[src/rtl/acd_pkg.sv]
package acd_pkg;
    localparam int N_OUT    = 4;
    localparam int OUT_FAST = 0;
    localparam int OUT_SLOW = 1;
    localparam int OUT_BUS  = 2;
    localparam int OUT_DBG  = 3;

    localparam int SEL_BUS_BIT = 0;
    localparam int SEL_DBG_BIT = 1;

    typedef enum logic {
        REG_RATIO = 1'b0,
        REG_GATE  = 1'b1
    } acd_reg_e;

    function automatic int max_int(input int a, input int b);
        return (a > b) ? a : b;
    endfunction
endpackage

[src/rtl/acd_phase_cnt.sv]
module acd_phase_cnt #(
    parameter int CNT_W = 4
) (
    input  logic             clk_i,
    input  logic             rst_ni,
    output logic [CNT_W-1:0] cnt_o,
    output logic             align_o
);
    typedef struct packed {
        logic [CNT_W-1:0] cnt;
    } cnt_st_t;

    cnt_st_t st_d, st_q;

    always_comb begin
        st_d     = st_q;
        st_d.cnt = st_q.cnt + CNT_W'(1);
    end

    always_ff @(posedge clk_i) begin
        if (!rst_ni) st_q <= '0;
        else         st_q <= st_d;
    end

    assign cnt_o   = st_q.cnt;
    assign align_o = &st_q.cnt;
endmodule

[src/rtl/acd_ctrl.sv]
module acd_ctrl
    import acd_pkg::*;
#(
    parameter int               EXP_W          = 3,
    parameter int               FAST_EXP       = 1,
    parameter int               SLOW_EXP       = 2,
    parameter int               BUS_PARENT_EXP = 1,
    parameter int               DBG_PARENT_EXP = 2,
    parameter logic [N_OUT-1:0] GROUP_MASK     = '1
) (
    input  logic                        clk_i,
    input  logic                        rst_ni,
    input  logic                        wr_en_i,
    input  logic                        wr_addr_i,
    input  logic [N_OUT-1:0]            wr_data_i,
    input  logic                        align_i,
    input  logic                        grp_run_i,
    output logic                        busy_o,
    output logic [N_OUT-1:0][EXP_W-1:0] exp_o,
    output logic [N_OUT-1:0]            sw_en_o,
    output logic [N_OUT-1:0]            run_o
);
    typedef struct packed {
        logic [1:0]       sel_pend;
        logic [1:0]       sel_act;
        logic             busy;
        logic [N_OUT-1:0] sw_en;
        logic             grp_on;
        logic             live;
    } ctrl_st_t;

    ctrl_st_t st_d, st_q;

    always_comb begin
        st_d = st_q;
        if (align_i) begin
            st_d.live   = 1'b1;
            st_d.grp_on = grp_run_i;
            if (st_q.busy) begin
                st_d.sel_act = st_q.sel_pend;
                st_d.busy    = 1'b0;
            end
        end
        if (wr_en_i && (acd_reg_e'(wr_addr_i) == REG_RATIO)) begin
            st_d.sel_pend = wr_data_i[1:0];
            st_d.busy     = 1'b1;
        end
        if (wr_en_i && (acd_reg_e'(wr_addr_i) == REG_GATE)) begin
            st_d.sw_en = wr_data_i;
        end
    end

    always_ff @(posedge clk_i) begin
        if (!rst_ni) begin
            st_q.sel_pend <= '0;
            st_q.sel_act  <= '0;
            st_q.busy     <= 1'b0;
            st_q.sw_en    <= '1;
            st_q.grp_on   <= 1'b0;
            st_q.live     <= 1'b0;
        end else begin
            st_q <= st_d;
        end
    end

    always_comb begin
        exp_o[OUT_FAST] = EXP_W'(FAST_EXP);
        exp_o[OUT_SLOW] = EXP_W'(SLOW_EXP);
        exp_o[OUT_BUS]  = EXP_W'(BUS_PARENT_EXP) + EXP_W'(st_q.sel_act[SEL_BUS_BIT]);
        exp_o[OUT_DBG]  = EXP_W'(DBG_PARENT_EXP + 1) + EXP_W'(st_q.sel_act[SEL_DBG_BIT]);
    end

    for (genvar g = 0; g < N_OUT; g++) begin : g_run
        if (GROUP_MASK[g]) begin : g_grp
            assign run_o[g] = st_q.grp_on;
        end else begin : g_free
            assign run_o[g] = st_q.live;
        end
    end

    assign busy_o  = st_q.busy;
    assign sw_en_o = st_q.sw_en;

    // active ratios move only on the edge that ends the alignment cycle
    a_r5_load_at_align: assert property (@(posedge clk_i) disable iff (!rst_ni)
        !$stable(st_q.sel_act) |-> $past(align_i));

    // busy drops only when the pending value has just been applied
    a_r6_busy_ends_on_load: assert property (@(posedge clk_i) disable iff (!rst_ni)
        $fell(st_q.busy) |-> ($past(align_i) && (st_q.sel_act == $past(st_q.sel_pend))));

    // the group run state changes only at the alignment point
    a_r9_group_at_align: assert property (@(posedge clk_i) disable iff (!rst_ni)
        !$stable(st_q.grp_on) |-> $past(align_i));
endmodule

[src/rtl/acd_out_gen.sv]
module acd_out_gen #(
    parameter int CNT_W = 4,
    parameter int EXP_W = 3
) (
    input  logic             clk_i,
    input  logic             rst_ni,
    input  logic [CNT_W-1:0] cnt_i,
    input  logic [EXP_W-1:0] exp_i,
    input  logic             sw_en_i,
    input  logic             run_i,
    output logic             clk_o,
    output logic             en_o
);
    typedef struct packed {
        logic gate;
        logic clk;
        logic en;
    } out_st_t;

    out_st_t          st_d, st_q;
    logic [CNT_W:0]   one_sh;
    logic [CNT_W-1:0] mask;
    logic [CNT_W-1:0] phase;
    logic             at_last;
    logic             at_zero;
    logic             half_hi;
    logic             on;

    always_comb begin
        one_sh  = (CNT_W+1)'(1) << exp_i;
        mask    = CNT_W'(one_sh - (CNT_W+1)'(1));
        phase   = cnt_i & mask;
        at_last = (phase == mask);
        at_zero = (phase == '0);
        half_hi = |(phase & ~(mask >> 1));
        on      = st_q.gate & run_i;

        st_d      = st_q;
        st_d.gate = at_last ? sw_en_i : st_q.gate;
        st_d.clk  = on & ~half_hi;
        st_d.en   = on & at_zero;
    end

    always_ff @(posedge clk_i) begin
        if (!rst_ni) begin
            st_q.gate <= 1'b1;
            st_q.clk  <= 1'b0;
            st_q.en   <= 1'b0;
        end else begin
            st_q <= st_d;
        end
    end

    assign clk_o = st_q.clk;
    assign en_o  = st_q.en;

    // an enable pulse never lasts longer than one base cycle
    a_r2_en_one_cycle: assert property (@(posedge clk_i) disable iff (!rst_ni)
        st_q.en |=> !st_q.en);

    // a clock level only rises together with its enable pulse
    a_r8_rise_with_enable: assert property (@(posedge clk_i) disable iff (!rst_ni)
        $rose(st_q.clk) |-> st_q.en);
endmodule

[src/rtl/aligned_clk_divider.sv]
module aligned_clk_divider
    import acd_pkg::*;
#(
    parameter int               FAST_EXP       = 1,
    parameter int               SLOW_EXP       = 2,
    parameter int               BUS_PARENT_EXP = 1,
    parameter int               DBG_PARENT_EXP = 2,
    parameter logic [N_OUT-1:0] GROUP_MASK     = '1
) (
    input  logic             clk_i,
    input  logic             rst_ni,
    input  logic             wr_en_i,
    input  logic             wr_addr_i,
    input  logic [N_OUT-1:0] wr_data_i,
    input  logic             grp_run_i,
    output logic             busy_o,
    output logic [N_OUT-1:0] clk_o,
    output logic [N_OUT-1:0] en_o
);
    localparam int CNT_W = max_int(max_int(FAST_EXP, SLOW_EXP),
                                   max_int(BUS_PARENT_EXP + 1, DBG_PARENT_EXP + 2));
    localparam int EXP_W = $clog2(CNT_W + 1);

    logic [CNT_W-1:0]            cnt;
    logic                        align;
    logic [N_OUT-1:0][EXP_W-1:0] exps;
    logic [N_OUT-1:0]            sw_en;
    logic [N_OUT-1:0]            run;

    acd_phase_cnt #(.CNT_W(CNT_W)) u_cnt (
        .clk_i   (clk_i),
        .rst_ni  (rst_ni),
        .cnt_o   (cnt),
        .align_o (align)
    );

    acd_ctrl #(
        .EXP_W          (EXP_W),
        .FAST_EXP       (FAST_EXP),
        .SLOW_EXP       (SLOW_EXP),
        .BUS_PARENT_EXP (BUS_PARENT_EXP),
        .DBG_PARENT_EXP (DBG_PARENT_EXP),
        .GROUP_MASK     (GROUP_MASK)
    ) u_ctrl (
        .clk_i     (clk_i),
        .rst_ni    (rst_ni),
        .wr_en_i   (wr_en_i),
        .wr_addr_i (wr_addr_i),
        .wr_data_i (wr_data_i),
        .align_i   (align),
        .grp_run_i (grp_run_i),
        .busy_o    (busy_o),
        .exp_o     (exps),
        .sw_en_o   (sw_en),
        .run_o     (run)
    );

    for (genvar g = 0; g < N_OUT; g++) begin : g_out
        acd_out_gen #(.CNT_W(CNT_W), .EXP_W(EXP_W)) u_gen (
            .clk_i   (clk_i),
            .rst_ni  (rst_ni),
            .cnt_i   (cnt),
            .exp_i   (exps[g]),
            .sw_en_i (sw_en[g]),
            .run_i   (run[g]),
            .clk_o   (clk_o[g]),
            .en_o    (en_o[g])
        );
    end

    // when the slowest output rises, every running output is rising too
    a_r5_common_rise: assert property (@(posedge clk_i) disable iff (!rst_ni)
        en_o[OUT_DBG] |-> (en_o == clk_o));
endmodule

[config.mk]
export PLATFORM = sky130hd
export DESIGN_NAME = aligned_clk_divider
export DESIGN_NICKNAME = d
export VERILOG_FILES = /design/src/rtl/acd_pkg.sv /design/src/rtl/acd_phase_cnt.sv /design/src/rtl/acd_ctrl.sv /design/src/rtl/acd_out_gen.sv /design/src/rtl/aligned_clk_divider.sv
export SDC_FILE = /design/constraint.sdc
export NUM_CORES = 1
export LEC_CHECK = 0
export ABC_AREA = 1
export BUFFER_PORTS_ARGS = -buffer_cell sky130_fd_sc_hd__buf_2
export CAP_MARGIN = 0
export CORE_MARGIN = 2
export CORE_UTILIZATION = 35
export DETAILED_ROUTE_END_ITERATION = 10
export GPL_TIMING_DRIVEN = 0
export SLEW_MARGIN = 20
export SYNTH_ARGS = -nofsm -noshare
export SYNTH_HDL_FRONTEND = slang
export SYNTH_HIERARCHICAL = 1
export SYNTH_SLANG_ARGS = --single-unit
[constraint.sdc]
create_clock -name clk_i -period 1.85 [get_ports clk_i]
set_clock_uncertainty 0.2 [all_clocks]
set_input_delay 0.555 -clock clk_i [delete_from_list [all_inputs] [get_ports clk_i]]
set_output_delay 0.555 -clock clk_i [all_outputs]
set_load 0.02 [all_outputs]
==> results by group, run 1 <==
Min path
  • Hold_sp: g_out[1].u_gen/st_q[2]
  • Hold path depth: 2
  • Hold Crit Class: flop to flop
  • Hold Path End: g_out[1].u_gen/st_q[2]

Worst setup path
  • CP max stage delay: about 0.37 ns
  • Critical path required time: ~1.8 ns
  • Critical path class: flop to flop
  • CP Cell Sequence: inv_2, buf_4, nor2_1, nand2_1, ha_4, inv_1, nand2_1, nand2_1, a21oi_2, nand2_1, nand2_1, nand3_1
  • Type of element launching the critical path: flop
  • Crit path DAT: 1.73 ns
  • FF-to-FF End: g_out[3].u_gen/st_q[2]
  • Critical path fanouts, max: 4
  • R2R depth: 12
  • Most frequent CP cell: nand2_1
  • Setup crit end kind: flop
  • CP max-delay cell: dfxtp_2
  • Setup slack, reg-to-reg: a little over 0.08 ns
  • FF-to-FF Start: u_ctrl/st_q[8]

Job
  • Max Cap Viol: 0

Clock network
  • Clk Latency, worst-skew pair: 0.27 ns
  • CTS tree: yes
  • Clock Sink Count: 26
  • Hold_buf cts: 0
  • # H-tree levels: 1
  • CTS buffer count: 3
  • CTS root buf: clkbuf_8
  • Clk slew on worst S/H paths: ~0.09 ns
  • Max clock buf depth: 2

STA
  • Maximum clock rate: between 500 and 600 MHz
  • Hold_ws: between 0.2 and 0.3 ns
  • Fin Setup TNS: 0 ns
  • RSZ-0062 raised after global routing: true
  • Post-route clock period utilization: between 90% and 100%
  • Pins over their slew limit: 0
  • Final Hold Vio Count: 0
  • Final number of setup-violating endpoints: 0
  • Tmin final: ~1.8 ns

Synth
  • YS warnings: 6
  • Leading area contributor after synthesis: dfxtp_1
  • Sequential share of the synthesized area: roughly 32%
  • Ys async rst share: 0%
  • Post-synth EDFFs: 0
  • Distinct cells, synth: 16
  • Synth Flop Type: dfxtp_1
  • Top post-synthesis cells by area: dfxtp_1, nand3_1, nand2_1
  • Share of the synthesized area in the top cell type: 32.0%
  • Syn Inst Count: between 200 and 300
  • Synth Cell Area: between 1500 and 2000 um^2
  • Top-count cell post-synth: nand2_1
  • Register bit total from synthesis: 26
  • Synth cell count leaders: nand2_1, nand3_1, inv_1
  • Post-Syn Area per Cell: about 6.4 um^2

Floorplan
  • Num rows: 24
  • Starting Density: around 37%
  • Die outline width: just over 70 um
  • # IOs: 18
  • Die area: between 5000 and 6000 um^2
  • Die H: approximately 70 um
  • Core Area: ~4400 um^2

Global routing
  • Tot GR Track Use: between 10% and 20%
  • Largest net degree at the start of global routing: 17
  • Remaining global-route overflow: 0
  • Vias in the first global route: around 1300
  • Global-route wire length before repair: roughly 5500 um
  • Initial antenna violation count: 0

Routing
  • DR vias/cell: 4.46
  • Detailed-route DRC error count: 0
  • 1st-iter DRT viols: between 50 and 60
  • DRT Pass-1 Iters: 5
  • ANT nets after route: 0
  • Final wirelength: 3050 um
  • Vias: ~1500
  • WL/cell: just over 9 um

Power and ir drop
  • Leakage: roughly 0.00099 uW
  • Pwr dens: about 600 nW/um^2
  • VDD IR max: around 0.3 mV
  • Tot Pwr: between 1000 and 1500 uW

Finish
  • Layout cells sized above 1: between 20% and 30%
  • Number of diodes: 0
  • Nets@finish: 296
  • Filler cells: around 480
  • Fin util: a little over two fifths
  • P&R area growth vs syn: 15.1%

Placement
  • Routability cong.: ~0.79
  • IO Port Bufs: 17
  • DP HPWL: between 2000 and 2500 um

Status
  • Outcome: completed
critical path, delay by kind of cell (launching register included):
family	cells	cell delay, ns
DFF	1	0.37
and+or+nand+nor	7	0.45
adders and majority gates	1	0.28
buffers and inverters	3	0.23
AOI/OAI and AO/OA	1	0.11
layer usage:
| metal | track usage, % | vias to the layer above | part of all wire [%] |
|---|---|---|---|
| li1 | - | 815 | - |
| met1 | 16.4 | 628 | 50 |
| met2 | 22.2 | 33 | 45 |
| met3 | 2.50 | 4 | 4.3 |
| met4 | 4.40 | 0 | 0.95 |
| met5 | 0 | - | 0 |
metrics by stage:
| step | instance area (um^2) | setup WS (ns) | instances |
|---|---|---|---|
| after floorplan | 1640 | 0.167 | 260 |
| after global placement | 1790 | -0.0200 | 329 |
| after detailed placement | 1790 | -0.0302 | 329 |
| after CTS | 1840 | 0.00723 | 332 |
| after global routing | 1870 | -0.0419 | 332 |
| final | 1870 | 0.0815 | 332 |
registers in the layout, indices dropped and copies added (netlist names):
register and cells:
u_ctrl/st_q 4, g_out.u_gen/en_o 4, g_out.u_gen/clk_o 4, g_out.u_gen/st_q 4
u_ctrl/busy_o 1, u_cnt/cnt_o 4, u_ctrl/run_o 1, u_ctrl/sw_en_o 4
cells by family after synthesis:
kind of cell / share of synthesized area (%)
fa+ha+maj: 3.85
flops: 32.0
compound gates: 5.85
simple gates: 39.0
buf+inv: 18.8
other cells: 0.462
worst max path at each step:
stage / cells past startpoint / slack (ns) / start / to
global route: 12 / -0.04 / u_ctrl/st_q[8] / g_out[3].u_gen/st_q[2]
finish: 12 / 0.08 / u_ctrl/st_q[8] / g_out[3].u_gen/st_q[2]
detailed placement: 6 / -0.03 / u_cnt/cnt_o[0] / u_ctrl/run_o[0]
global placement: 6 / -0.02 / u_cnt/cnt_o[0] / u_ctrl/st_q[7]
floorplan: 11 / 0.17 / u_ctrl/st_q[8] / g_out[3].u_gen/st_q[2]
CTS: 12 / 0.007 / u_ctrl/st_q[8] / g_out[3].u_gen/st_q[2]
power by group:
part / leakage [uW] / internal (uW) / switching [uW]
Sequential: 0.000213 / 578 / 25.2
Combinational: 0.000757 / 75.1 / 99.4
Clock: 0.0000216 / 146 / 174
Total: 0.000992 / 799 / 298
layout by cell type (no fill, tap or decap):
master,Yosys,routed
buf_2,0,17
dfxtp_2,0,2
clkbuf_8,0,3
nor2_2,6,6
ha_4,0,2
ha_1,5,3
a21oi_2,4,4
nor2_4,0,1
nand2_1,56,56
dfxtp_1,26,24
nand2_2,9,9
a21oi_1,11,11
conb_1,2,7
inv_1,43,42
inv_2,1,2
nand3_1,45,45
nand4_1,1,1
o21ai_0,1,1
buf_4,18,18
nor2_1,26,25
clkbuf_2,1,1
cell type report:
class                      instances  area [um^2]  area share [%]
buffer                            19          140            7.50
clock buffer                       3         41.3            2.21
inverter                          44          165            8.84
multi-input combinational        171          850            45.4
sequential                        26          523            28.0
tap                               52         65.1            3.48
timing repair buffer              17         85.1            4.55
what timing repair did:
action                                  in CTS  in global routing
buffers inserted                             0                  0
pin swaps                                    0                  1
endpoints found under the setup margin       4                  5
gates resized for setup                      1                  6
Note: power is estimated with default switching activity, not from simulation.
==> run 2, diff against run 1 <==
--- a/config.mk
+++ b/config.mk
@@ -8,6 +8,7 @@
 export ABC_AREA = 1
 export BUFFER_PORTS_ARGS = -buffer_cell sky130_fd_sc_hd__buf_2
 export CAP_MARGIN = 0
+export CORE_ASPECT_RATIO = 0.75
 export CORE_MARGIN = 2
 export CORE_UTILIZATION = 35
 export DETAILED_ROUTE_END_ITERATION = 10
==> run 2 against run 1 <==
Compared with the run above:
- die area hardly changed
- core utilization is 0.90 points higher
- cell count is 2.1% higher
- sequential cell count stayed put
- sequential share of layout area is 0.84 points lower
- first-iteration DRC count is 30% lower
- register-to-register slack hardly changed
- power is 14% higher
- critical path type unchanged
- via count is 1.8% lower
- sequential power hardly changed
- setup slack hardly changed
==> results by group, run 2 (synthesized netlist as in run 1, its figures left out) <==
Status
  • Outcome: completed

Floorplan
  • Core Area: 4470 um^2 (+1.2%)
  • Num rows: 21 (-13%)
  • Starting Density: 36.4% (-0.43 points)
  • Die H: 63.0 um (-13%)
  • Die outline width: 82.7 um (+15%)
  • Die area: 5210 um^2 (about the same)
  • # IOs: 18 (unchanged)

Worst setup path
  • CP Cell Sequence: inv_2, buf_4, inv_1, nand2_4, ha_4, inv_1, nand2_1, nand2_1, a21oi_2, nand2_1, nand2_1, nand3_1
  • Most frequent CP cell: nand2_1
  • Type of element launching the critical path: flop
  • Critical path class: flop to flop
  • CP max-delay cell: dfxtp_2
  • CP max stage delay: 0.37 ns (about the same)
  • Critical path required time: 1.81 ns (about the same)
  • Setup crit end kind: flop
  • Crit path DAT: 1.73 ns (about the same)
  • Critical path fanouts, max: 4 (unchanged)

STA
  • Final number of setup-violating endpoints: 0 (unchanged)
  • Pins over their slew limit: 0 (unchanged)
  • Tmin final: 1.77 ns (-0.000153 ns)
  • Post-route clock period utilization: 95.6% (about the same)
  • Hold_ws: 0.268 ns (+0.00129 ns)
  • Maximum clock rate: 565 MHz (about the same)
  • Final Hold Vio Count: 0 (unchanged)

Routing
  • Vias: 1453 (-1.8%)
  • ANT nets after route: 0 (unchanged)
  • DR vias/cell: 4.29 (-3.9%)
  • WL/cell: 8.97 um (-2.3%)
  • 1st-iter DRT viols: 39 (-30%)
  • Final wirelength: 3040 um (-0.20%)
  • Detailed-route DRC error count: 0 (unchanged)
  • DRT Pass-1 Iters: 4 (-1)

Power and ir drop
  • VDD IR max: 0.323 mV (+11%)
  • Leakage: 0.00103 uW (+3.5%)
  • Pwr dens: 647 nW/um^2 (+10%)

Finish
  • P&R area growth vs syn: 19.0%
  • Commonest non-fill, non-tap cell in the layout: nand2_1
  • Number of diodes: 0 (unchanged)
  • Commonest non-fill, non-tap cells in the layout: nand2_1, nand3_1, inv_1
  • Nets@finish: 297 (+0.34%)
  • Layout cells sized above 1: 24.5% (+1.3 points)
  • Cell Count, Final, Fillers Out: 339 (+2.1%)

Placement
  • DP HPWL: 2230 um (-1.7%)
  • Routability cong.: 0.759 (-4.0%)
  • Cells after DPL: 334 (+1.5%)
  • IO Port Bufs: 17 (unchanged)

Job
  • Max Cap Viol: 0 (unchanged)

Clock network
  • # H-tree levels: 1 (unchanged)
  • Clock Sink Count: 26 (unchanged)
  • CTS root buf: clkbuf_8
  • CTS buffer count: 3 (unchanged)
  • Clk slew on worst S/H paths: 0.09 ns (about the same)
  • Max clock buf depth: 2 (unchanged)
  • Clk Latency, worst-skew pair: 0.27 ns (about the same)
  • Hold_buf cts: 0 (unchanged)
  • CTS tree: yes

Global routing
  • Tot GR Track Use: 12.7% (-0.32 points)
  • Global-route wire length before repair: 5200 um (-5.2%)
  • Initial antenna violation count: 0 (unchanged)
  • Remaining global-route overflow: 0 (unchanged)
  • Largest net degree at the start of global routing: 17 (unchanged)
  • Vias in the first global route: 1219 (-8.8%)

Min path
  • Hold Crit Class: flop to flop
==> run 2: critical path, delay by kind of cell, from the launching register on <==
kind	cells	cell delay, ns
adders and majority gates	1	0.27
buffers and inverters	4	0.33
AOI/OAI and AO/OA	1	0.12
and+or+nand+nor	6	0.36
DFF	1	0.37
==> run 2: final timing paths <==
path                            end  slack, ns  cells past startpoint                   start
max          g_out[3].u_gen/st_q[2]       0.08                     12          u_ctrl/st_q[8]
min          g_out[2].u_gen/st_q[2]       0.27                      2  g_out[2].u_gen/st_q[2]
max reg2reg  g_out[3].u_gen/st_q[2]       0.08                     12          u_ctrl/st_q[8]
min reg2reg  g_out[2].u_gen/st_q[2]       0.27                      2  g_out[2].u_gen/st_q[2]
==> run 2: layout make-up <==
cell class	count	area (um^2)
flip-flops and latches	26	524
plain buffers	19	140
clock inverters	1	30.0
multi-input cells	171	867
fillers	474	2530
well taps	57	71.3
inverters	44	165
clock buffers	3	41.3
repair buffers	18	92.6
==> run 2: power by group <==
| group | internal (uW) | switching [uW] |
|---|---|---|
| clock | 289 | 181 |
| sequential | 578 | 24.4 |
| combinational | 75.1 | 101 |
==> run 2: stage by stage <==
step / utilization (%) / cell area [um^2] / power [uW] / setup slack (ns) / setup TNS [ns]
finish: 43.2 / 1930 / 1250 / 0.0816 / 0
global route: 43.2 / 1930 / 1320 / -0.0118 / -0.0118
CTS: 41.9 / 1870 / 1260 / 0.00347 / 0
detailed placement: 40.3 / 1800 / 781 / 0.0184 / 0
global placement: 40.3 / 1800 / 780 / 0.0339 / 0
floorplan: - / 1640 / 744 / 0.167 / 0
==> run 2: layer usage <==
metal	up-vias	wire (um)	GRT usage (%)
met5	-	0	0
met4	0	8	1.84
met3	2	124	4.05
met2	23	1180	17.7
met1	610	1720	19.2
li1	818	-	-
==> run 2: what timing repair did <==
action / in CTS / in global routing
setup buffers: 0 / 1
gates resized for setup: 0 / 12
setup endpoints to repair: 0 / 8
